## src/rtl/adc_ctrl_pkg.sv

```systemverilog
package adc_ctrl_pkg;
  typedef enum logic [2:0] {
    ST_IDLE,
    ST_SETUP,
    ST_START_PULSE,
    ST_WAIT_BUSY_LOW,
    ST_WAIT_BUSY_HIGH,
    ST_READ_LO,
    ST_READ_HI,
    ST_DONE
  } ctrl_state_e;
endpackage

```

## src/rtl/adc_ctrl_timer.sv

```systemverilog
module adc_ctrl_timer #(
  parameter int CNT_W = 11
) (
  input  logic             clk,
  input  logic             rst_n,
  input  logic             clr,
  output logic [CNT_W-1:0] cnt
);
  logic [CNT_W-1:0] cnt_q, cnt_d;

  always_comb begin
    if (clr) cnt_d = '0;
    else     cnt_d = cnt_q + 1'b1;
  end

  always_ff @(posedge clk or negedge rst_n) begin
    if (!rst_n) cnt_q <= '0;
    else        cnt_q <= cnt_d;
  end

  assign cnt = cnt_q;
endmodule

```

## src/rtl/adc_ctrl_fsm.sv

```systemverilog
module adc_ctrl_fsm
  import adc_ctrl_pkg::*;
#(
  parameter int SETUP_CYC = 8,
  parameter int PULSE_CYC = 12,
  parameter int FALL_WIN  = 32,
  parameter int CONV_TMO  = 1400,
  parameter int ACC_CYC   = 4,
  parameter int CNT_W     = 11
) (
  input  logic             clk,
  input  logic             rst_n,
  input  logic             start_req,
  input  logic             byte_mode,
  input  logic             cvt_idle,
  input  logic [CNT_W-1:0] cnt,
  output ctrl_state_e      state,
  output logic             cnt_clr,
  output logic             cap_lo,
  output logic             cap_hi,
  output logic             word_sel,
  output logic             timeout_o
);
  localparam logic [CNT_W-1:0] SETUP_END = CNT_W'(SETUP_CYC - 1);
  localparam logic [CNT_W-1:0] PULSE_END = CNT_W'(PULSE_CYC - 1);
  localparam logic [CNT_W-1:0] FALL_END  = CNT_W'(FALL_WIN - 1);
  localparam logic [CNT_W-1:0] CONV_END  = CNT_W'(CONV_TMO - 1);
  localparam logic [CNT_W-1:0] ACC_END   = CNT_W'(ACC_CYC - 1);

  ctrl_state_e state_q, state_d;
  logic        byte_q, byte_d;
  logic        tmo_q, tmo_d;

  always_comb begin
    state_d = state_q;
    byte_d  = byte_q;
    tmo_d   = 1'b0;
    cap_lo  = 1'b0;
    cap_hi  = 1'b0;
    unique case (state_q)
      ST_IDLE: begin
        if (start_req && cvt_idle) begin
          state_d = ST_SETUP;
          byte_d  = byte_mode;
        end
      end
      ST_SETUP:       if (cnt == SETUP_END) state_d = ST_START_PULSE;
      ST_START_PULSE: if (cnt == PULSE_END) state_d = ST_WAIT_BUSY_LOW;
      ST_WAIT_BUSY_LOW: begin
        if (!cvt_idle) state_d = ST_WAIT_BUSY_HIGH;
        else if (cnt == FALL_END) begin
          state_d = ST_IDLE;
          tmo_d   = 1'b1;
        end
      end
      ST_WAIT_BUSY_HIGH: begin
        if (cvt_idle) state_d = ST_READ_LO;
        else if (cnt == CONV_END) begin
          state_d = ST_IDLE;
          tmo_d   = 1'b1;
        end
      end
      ST_READ_LO: begin
        if (cnt == ACC_END) begin
          cap_lo  = 1'b1;
          state_d = byte_q ? ST_READ_HI : ST_DONE;
        end
      end
      ST_READ_HI: begin
        if (cnt == ACC_END) begin
          cap_hi  = 1'b1;
          state_d = ST_DONE;
        end
      end
      ST_DONE: state_d = ST_IDLE;
      default: state_d = ST_IDLE;
    endcase
  end

  always_ff @(posedge clk or negedge rst_n) begin
    if (!rst_n) begin
      state_q <= ST_IDLE;
      byte_q  <= 1'b0;
      tmo_q   <= 1'b0;
    end else begin
      state_q <= state_d;
      byte_q  <= byte_d;
      tmo_q   <= tmo_d;
    end
  end

  assign state     = state_q;
  assign cnt_clr   = (state_d != state_q) || (state_q == ST_IDLE);
  assign word_sel  = !byte_q;
  assign timeout_o = tmo_q;
endmodule

```

## src/rtl/adc_ctrl_assemble.sv

```systemverilog
module adc_ctrl_assemble #(
  parameter int SAMPLE_W = 12,
  parameter int BYTE_W   = 8
) (
  input  logic                clk,
  input  logic                rst_n,
  input  logic                cap_lo,
  input  logic                cap_hi,
  input  logic                word_sel,
  input  logic [SAMPLE_W-1:0] data_i,
  output logic [SAMPLE_W-1:0] sample_o
);
  localparam int HI_W = SAMPLE_W - BYTE_W;

  logic [SAMPLE_W-1:0] smp_q, smp_d;

  always_comb begin
    smp_d = smp_q;
    if (cap_lo) begin
      if (word_sel) smp_d = data_i;
      else          smp_d = {{HI_W{1'b0}}, data_i[BYTE_W-1:0]};
    end else if (cap_hi) begin
      smp_d[SAMPLE_W-1 -: HI_W] = data_i[BYTE_W-1 -: HI_W];
    end
  end

  always_ff @(posedge clk or negedge rst_n) begin
    if (!rst_n)                smp_q <= '0;
    else if (cap_lo || cap_hi) smp_q <= smp_d;
  end

  assign sample_o = smp_q;
endmodule

```

## src/rtl/adc_conv_ctrl.sv

```systemverilog
module adc_conv_ctrl
  import adc_ctrl_pkg::*;
#(
  parameter int SAMPLE_W  = 12,
  parameter int BYTE_W    = 8,
  parameter int SETUP_CYC = 8,
  parameter int PULSE_CYC = 12,
  parameter int FALL_WIN  = 32,
  parameter int CONV_TMO  = 1400,
  parameter int ACC_CYC   = 4
) (
  input  logic                clk,
  input  logic                rst_n,
  input  logic                start_req,
  input  logic                byte_mode,
  input  logic                cvt_idle,
  input  logic [SAMPLE_W-1:0] data_i,
  output logic                cs_n,
  output logic                rc_n,
  output logic                hbe,
  output logic [SAMPLE_W-1:0] sample_o,
  output logic                sample_vld,
  output logic                timeout_o
);
  localparam int MAX_A   = (SETUP_CYC > PULSE_CYC) ? SETUP_CYC : PULSE_CYC;
  localparam int MAX_B   = (FALL_WIN > ACC_CYC) ? FALL_WIN : ACC_CYC;
  localparam int MAX_AB  = (MAX_A > MAX_B) ? MAX_A : MAX_B;
  localparam int MAX_LIM = (MAX_AB > CONV_TMO) ? MAX_AB : CONV_TMO;
  localparam int CNT_W   = $clog2(MAX_LIM + 1);

  ctrl_state_e      state;
  logic [CNT_W-1:0] cnt;
  logic             cnt_clr, cap_lo, cap_hi, word_sel;

  adc_ctrl_timer #(.CNT_W(CNT_W)) timer_i (
    .clk(clk), .rst_n(rst_n), .clr(cnt_clr), .cnt(cnt)
  );

  adc_ctrl_fsm #(
    .SETUP_CYC(SETUP_CYC), .PULSE_CYC(PULSE_CYC), .FALL_WIN(FALL_WIN),
    .CONV_TMO(CONV_TMO), .ACC_CYC(ACC_CYC), .CNT_W(CNT_W)
  ) fsm_i (
    .clk(clk), .rst_n(rst_n), .start_req(start_req), .byte_mode(byte_mode),
    .cvt_idle(cvt_idle), .cnt(cnt), .state(state), .cnt_clr(cnt_clr),
    .cap_lo(cap_lo), .cap_hi(cap_hi), .word_sel(word_sel), .timeout_o(timeout_o)
  );

  adc_ctrl_assemble #(.SAMPLE_W(SAMPLE_W), .BYTE_W(BYTE_W)) asm_i (
    .clk(clk), .rst_n(rst_n), .cap_lo(cap_lo), .cap_hi(cap_hi),
    .word_sel(word_sel), .data_i(data_i), .sample_o(sample_o)
  );

  always_comb begin
    cs_n       = (state == ST_IDLE) || (state == ST_DONE);
    rc_n       = (state != ST_START_PULSE);
    hbe        = (state == ST_READ_HI);
    sample_vld = (state == ST_DONE);
  end
endmodule

```

## config.mk

```make
export PLATFORM = sky130hd
export DESIGN_NAME = adc_conv_ctrl
export DESIGN_NICKNAME = d
export VERILOG_FILES = /design/src/rtl/adc_ctrl_pkg.sv /design/src/rtl/adc_ctrl_timer.sv /design/src/rtl/adc_ctrl_fsm.sv /design/src/rtl/adc_ctrl_assemble.sv /design/src/rtl/adc_conv_ctrl.sv
export SDC_FILE = /design/constraint.sdc
export NUM_CORES = 1
export LEC_CHECK = 0
export BUFFER_PORTS_ARGS = -buffer_cell sky130_fd_sc_hd__buf_2
export CAP_MARGIN = 20
export CELL_PAD_IN_SITES_DETAIL_PLACEMENT = 1
export CELL_PAD_IN_SITES_GLOBAL_PLACEMENT = 2
export CORE_ASPECT_RATIO = 0.75
export CORE_UTILIZATION = 30
export DETAILED_ROUTE_END_ITERATION = 8
export PLACE_DENSITY = 0.78
export SYNTH_ARGS = -nofsm -noshare
export SYNTH_HDL_FRONTEND = slang
export SYNTH_SLANG_ARGS = --single-unit
```

## constraint.sdc

```tcl
create_clock -name clk -period 2.2 [get_ports clk]
set_input_delay 0.55 -clock clk [delete_from_list [all_inputs] [get_ports clk]]
set_output_delay 0.55 -clock clk [all_outputs]
set_load 0.01 [all_outputs]
```

### Word level (Yosys, flattened, before mapping)

Index checks and enable logic that the tools add are counted.

* register bits: 28
* output and inout bits: 17
* logic and storage cells: 53

* add/subtract/negate cells: 1
* equal/unequal tests: 14
* muxes and demuxes: 23
* reduce and logical (&&, ||, !) cells: 9

Operators with widths (count)
* $mux W3: 9
* $pmux W3 S8: 1
* $eq A3 B3 Y1 const B: 4
* $mux W12: 1
* $add A11 B1 Y11 const B: 1
* $eq A11 B11 Y1 const B: 1
* $eq A11 B2 Y1 const B: 1
* $eq A11 B3 Y1 const B: 1
* $eq A11 B4 Y1 const B: 1
* $eq A11 B5 Y1 const B: 1
* $mux W11: 1
* $mux W1: 8
* $mux W4: 2
* $eq A3 B2 Y1 const B: 2
* $reduce_and A2 Y1: 3
* $eq A3 B1 Y1 const B: 1
* $logic_not A3 Y1: 1
* $logic_or A1 B1 Y1: 3
* $ne A3 B2 Y1 const B: 1
* $ne A3 B3 Y1: 1
* $pmux W1 S2: 1
* $reduce_bool A2 Y1: 1
* $logic_and A1 B1 Y1: 1

### Logic depth before layout (Yosys ltp)

* depth in word-level cells: 7
* depth in mapped cells: 7
* mapped depth without buffers: 6

### Cells and area by module

A second synthesis with hierarchy kept.

* cells, all modules: 145
* area, all modules: 1537.7 um2

By module, submodules not included
* adc_ctrl_assemble: instances 1, cells each 35, area an instance 509.2 um2, seq. area each 300.3 um2
* adc_ctrl_timer: instances 1, cells each 48, area an instance 506.7 um2, seq. area each 275.3 um2
* adc_ctrl_fsm: instances 1, cells each 56, area an instance 483.0 um2, seq. area each 125.1 um2
* adc_conv_ctrl: instances 1, cells each 6, area an instance 38.8 um2, seq. area each 0.0 um2

### Worst setup path after synthesis

Ideal clock, no wire load.

* kind: register to register
* start point: register timer_i.cnt_q[7], in the netlist timer_i.cnt[7]
* end point: register timer_i.cnt_q[9], in the netlist timer_i.cnt[9]
* setup time: 0.084 ns
* data arrival time: 2.198 ns
* data required time: 2.116 ns
* slack: -0.083 ns
* stages on the path, launching flop included: 7
* clock period less this slack: 2.283 ns
* cell sequence: dfrtp_1 or4_4 nor4b_4 and4b_4 o41a_1 buf_6 nor3_2

* cells in the longest elaborated chain, start to end: 7
* elaborated cells between the ends (all ways): 18
* those cells by class: add/sub: 1; eq/ne: 6; mux: 10; reduce/logical: 1

RTL lines
* start, declared: RTL line adc_ctrl_timer.sv:9 `logic [CNT_W-1:0] cnt_q, cnt_d;`
* start signal, assigned: RTL line adc_ctrl_timer.sv:18 `else cnt_q <= cnt_d;`
* $eq A11 B11 Y1 or $eq A11 B5 Y1 (tied branches): RTL line adc_ctrl_fsm.sv:58, adc_ctrl_fsm.sv:51
* $mux W3 (on tied branches): RTL line adc_ctrl_fsm.sv:58, adc_ctrl_fsm.sv:51
* $mux W3 (on tied branches): RTL line adc_ctrl_fsm.sv:57, adc_ctrl_fsm.sv:50
* $pmux W3 S8: RTL line adc_ctrl_fsm.sv:40 `unique case (state_q)`
* $ne A3 B3 Y1: RTL line adc_ctrl_fsm.sv:93 `assign cnt_clr = (state_d != state_q) || (state_q == ST_IDLE);`
* $logic_or A1 B1 Y1: RTL line adc_ctrl_fsm.sv:93
* $mux W11 (*): RTL line adc_ctrl_timer.sv:12 `if (clr) cnt_d = '0;`
* net timer_i.cnt_d[9]: RTL line adc_ctrl_timer.sv:9

Mark *: on every way through the listed nets, which the timed path passes. The rest lies on a longest branch.
A chain may end at the register's enable or synchronous reset.

### Final worst setup path

* start point: register timer_i.cnt_q[9], in the netlist timer_i.cnt[9]
* end point: register timer_i.cnt_q[1], in the netlist timer_i.cnt[1]

* cells in the longest elaborated chain, start to end: 7
* elaborated cells between the ends (all ways): 17
* those cells by class: eq/ne: 6; mux: 10; reduce/logical: 1

RTL lines (RTL line)
* $eq A11 B11 Y1 or $eq A11 B5 Y1 (tied branches): adc_ctrl_fsm.sv:58, adc_ctrl_fsm.sv:51
* $mux W3 (on tied branches): adc_ctrl_fsm.sv:58, adc_ctrl_fsm.sv:51
* $mux W3 (on tied branches): adc_ctrl_fsm.sv:57, adc_ctrl_fsm.sv:50
* $pmux W3 S8 (*): adc_ctrl_fsm.sv:40
* $ne A3 B3 Y1 (*): adc_ctrl_fsm.sv:93
* $logic_or A1 B1 Y1 (*): adc_ctrl_fsm.sv:93
* $mux W11 (*): adc_ctrl_timer.sv:12
* net timer_i.cnt_d[1]: adc_ctrl_timer.sv:9

Marked as above.

==> results summary <==
After clock tree synthesis, the clock-pin slew on the worst setup and hold paths is 0.10 ns. Global routing finished with a remaining overflow of 0. The maximum single-stage delay on the critical path is between 0.5 and 0.6 ns. TritonCTS built the clock tree. The worst setup path is of the reg2reg kind.

The endpoint class of the critical path is a register. The number of top-level pins came out at 34. Using the TritonRoute via totals, the vias-per-cell ratio works out to 4.98. The number of port buffers is 33.

The share of cells above drive strength 1 came out at 0.448. The final reports fail on DRC. The effective utilization at floorplan is 0.313. Of the available clock period, the critical path in the final layout requires 0.995. The number of warnings issued by yosys is 0. The min-delay analysis places its worst path in the category in2async. The share of the synthesized area in the top cell type is 0.457.

The number of antenna violations at the first check in global routing is 0. The design draws between 0.002 and 0.0025 W. The net count after synthesis came out at around 170. For the worst setup path, the data required time is about 2.4 ns. The maximum level of the CTS H-tree is 1. The routed wire length came out at approximately 4000 µm.

The minimum clock period after layout is between 2 and 2.5 ns. The most used flip-flop cell after synthesis is sky130_fd_sc_hd__dfrtp_1. The longest clock path from root to sink contains 2 buffers. The highest fanout seen on the critical path came out at 11. The wire length of the first global-routing pass came out at 6940 µm. On the critical path the largest part of the delay comes from simple AND/OR/NAND/NOR gates. The number of different library cells in the post-synthesis netlist came out at 35. Setup repair after global routing could not meet its margin everywhere. The clock buffer count from CTS is 3. The slowest stage cell on the critical path is sky130_fd_sc_hd__or4_4.

The antenna cell count came out at 0. The insertion delay to the later sink of the worst-skew pair is between 0.2 and 0.3 ns. The root buffer selected by CTS is sky130_fd_sc_hd__clkbuf_8.

For this run, the register share of the synthesized area comes to 0.457. The placed instance count is 255. The die footprint is approximately 0.0054 mm². The worst pin sits at a relative slew slack of 0.559.

The setup slack at placement is -0.0771 ns. The static leakage is 0.951 nW. The number of enable flip-flop cells after synthesis is 0. The peak ir drop on the vdd network came out at between 0.5 and 0.6 mV.

The count of final max-slew check failures is 0. The number of hold violations in the final report is 0. sky130_fd_sc_hd__dfrtp_1 is the most common cell in the netlist.

Setup total negative slack on the finished layout was measured at 0 ns. Together, buffers and inverters on the worst path number 1. After clock tree synthesis, the flow added hold-fix buffers numbering 0. The remaining antenna violation count came out at 0. The run finished, with violations left. The minimum setup slack in the final design is about 0.011 ns. The post-synthesis cell type with the largest combined area is sky130_fd_sc_hd__dfrtp_1. For this run, design rule violations remaining after detail routing come to 3. Counting flops with an async set or reset pin after synthesis yields a share of 1.00.

The power density over cell area came out at 1120 mW/mm². The number of standard cells in the final layout excluding fillers is about 260. The signal on the critical path passes through or4_4 > nor4b_4 > and4b_4 > o41a_1 > buf_6 > nor3b_2.

The area growth from synthesis to layout is 33.2%. Ranked by total cell area, the synthesized netlist is headed by sky130_fd_sc_hd__dfrtp_1, sky130_fd_sc_hd__mux2_2, sky130_fd_sc_hd__nor3_2. The final-stage net count came out at 220. The routed layout has between 1,000 and 1,500 vias. The worst setup path is launched from a register. The detailed-routing iteration count for the pre-antenna-repair pass is 6. The horizontal die dimension came out at ~85 µm. The count of endpoints failing setup in the final report came out at 0. Across every metal layer, demand over resource in global routing totals 0.164. The vertical extent of the die came out at 63.9 µm. After synthesis, the most frequently instantiated cells are sky130_fd_sc_hd__dfrtp_1, sky130_fd_sc_hd__nand3_1, sky130_fd_sc_hd__nand2_1, sky130_fd_sc_hd__mux2_2, sky130_fd_sc_hd__nor3_2. The synthesized design contains 28 register bits. The area of the mapped netlist came out at approximately 0.0015 mm².

Between clock sinks in the finished design, the worst skew comes to 0.00756 ns. The TritonCTS sink count is 28. The max capacitance violation total is 0. The top achievable clock speed is between 400 and 500 MHz. The data arrival time of the critical path is approximately 2.4 ns. The last weighted congestion value of the routability-driven placer is ~0.8. The gate count after technology mapping came out at between 100 and 150.

The number of global-route vias before repair is ~1,400. The violation count after the first detailed-route iteration came out at 49. The half-perimeter wire length after placement came out at between 3000 and 4000 µm. The pin count of the biggest net entering global routing is 29. The core box area came out at 0.00490 mm².

The average wire per standard cell came out at between 15 and 20 µm. The placement row count came out at 22. For the pin with the worst max-slew slack, the measured transition is 0.661 ns. The average cell area after synthesis came out at 10.4 µm².
==> worst register-to-register path, stage by stage, from the launching register on <==
cell	delay (ns)
sky130_fd_sc_hd__dfrtp_1	0.39
sky130_fd_sc_hd__or4_4	0.57
sky130_fd_sc_hd__nor4b_4	0.24
sky130_fd_sc_hd__and4b_4	0.24
sky130_fd_sc_hd__o41a_1	0.32
sky130_fd_sc_hd__buf_6	0.17
sky130_fd_sc_hd__nor3b_2	0.19
==> layer usage <==
| metal | part of all wire | track usage |
|---|---|---|
| met2 | 0.47 | 0.271 |
| met4 | 0 | 0.0381 |
| met5 | 0 | 0 |
| met1 | 0.50 | 0.223 |
| met3 | 0.029 | 0.0310 |
==> flip-flops by register name (all words and copies together), names as in the netlist <==
register and cells:
fsm_i.byte_q 1, timer_i.cnt 11, asm_i.sample_o 12, fsm_i.timeout_o 1, fsm_i.state 3
==> cells in the final DEF (no fill, tap or decap), types with 2 or more instances in the layout <==
master	instances
sky130_fd_sc_hd__o21ai_0	4
sky130_fd_sc_hd__buf_6	2
sky130_fd_sc_hd__and3_1	2
sky130_fd_sc_hd__buf_2	33
sky130_fd_sc_hd__buf_4	21
sky130_fd_sc_hd__nor3_2	10
sky130_fd_sc_hd__nor3_1	2
sky130_fd_sc_hd__nand3b_1	6
sky130_fd_sc_hd__inv_1	4
sky130_fd_sc_hd__nor4_4	2
sky130_fd_sc_hd__nor4_1	2
sky130_fd_sc_hd__nand3_1	18
sky130_fd_sc_hd__nor2_1	6
sky130_fd_sc_hd__nand2_1	13
sky130_fd_sc_hd__xor2_1	9
sky130_fd_sc_hd__dfrtp_1	28
sky130_fd_sc_hd__a21oi_1	2
sky130_fd_sc_hd__and2_1	3
sky130_fd_sc_hd__clkbuf_8	3
sky130_fd_sc_hd__and4_1	2
sky130_fd_sc_hd__mux2_2	10
==> final cells by class <==
type	count	area, µm²
fill	579	2860
multi-input combinational	109	835
sequential	28	701
timing repair buffer	56	345
tap	60	75.1
clock buffer	3	41.3
clock inverter	1	30.0
inverter	4	15.0
==> through the flow <==
stage	hold WS, ns	utilization	cell area, µm²
global route	0.321	0.417	2040
floorplan	0.254	-	1540
detailed placement	0.490	0.388	1900
finish	0.283	0.417	2040
global placement	0.483	0.388	1900
CTS	0.302	0.411	2020
==> final timing paths <==
| kind | cells after the start | end | slack, ns | start |
|---|---|---|---|---|
| worst min-delay path | 1 | timer_i.cnt[1] | 0.28 | rst_n |
| max in group asynchronous | 1 | fsm_i.state[0] | 1.48 | rst_n |
| worst max-delay path | 6 | timer_i.cnt[1] | 0.01 | timer_i.cnt[9] |
| min in group clk | 3 | asm_i.sample_o[11] | 0.50 | data_i[7] |
| worst max register to register | 6 | timer_i.cnt[1] | 0.01 | timer_i.cnt[9] |
| worst min register to register | 1 | asm_i.sample_o[6] | 0.51 | asm_i.sample_o[6] |
==> cells by family after synthesis <==
family / after synthesis / share of synthesized area
DFF: 28 / 0.457
xor gates and xnor gates: 10 / 0.0571
buffers and inverters: 11 / 0.0318
adders and majority gates: 1 / 0.00816
AOI/OAI and AO/OA: 11 / 0.0482
muxes: 10 / 0.0735
and+or+nand+nor: 77 / 0.324
==> power breakdown <==
group	switching [W]	total (W)	leakage, nW	internal, W
clock network	0.000171	0.000415	0.0357	0.000244
registers	0.000167	0.000851	0.353	0.000684
logic	0.000562	0.00102	0.562	0.000459
==> repair_timing <==
item / CTS / global route
buffers inserted: 1 / 1
endpoints found under the setup margin: 13 / 17
pin swaps: 2 / 1
gates resized for setup: 6 / 4
Power figures use the tool's default switching activity.
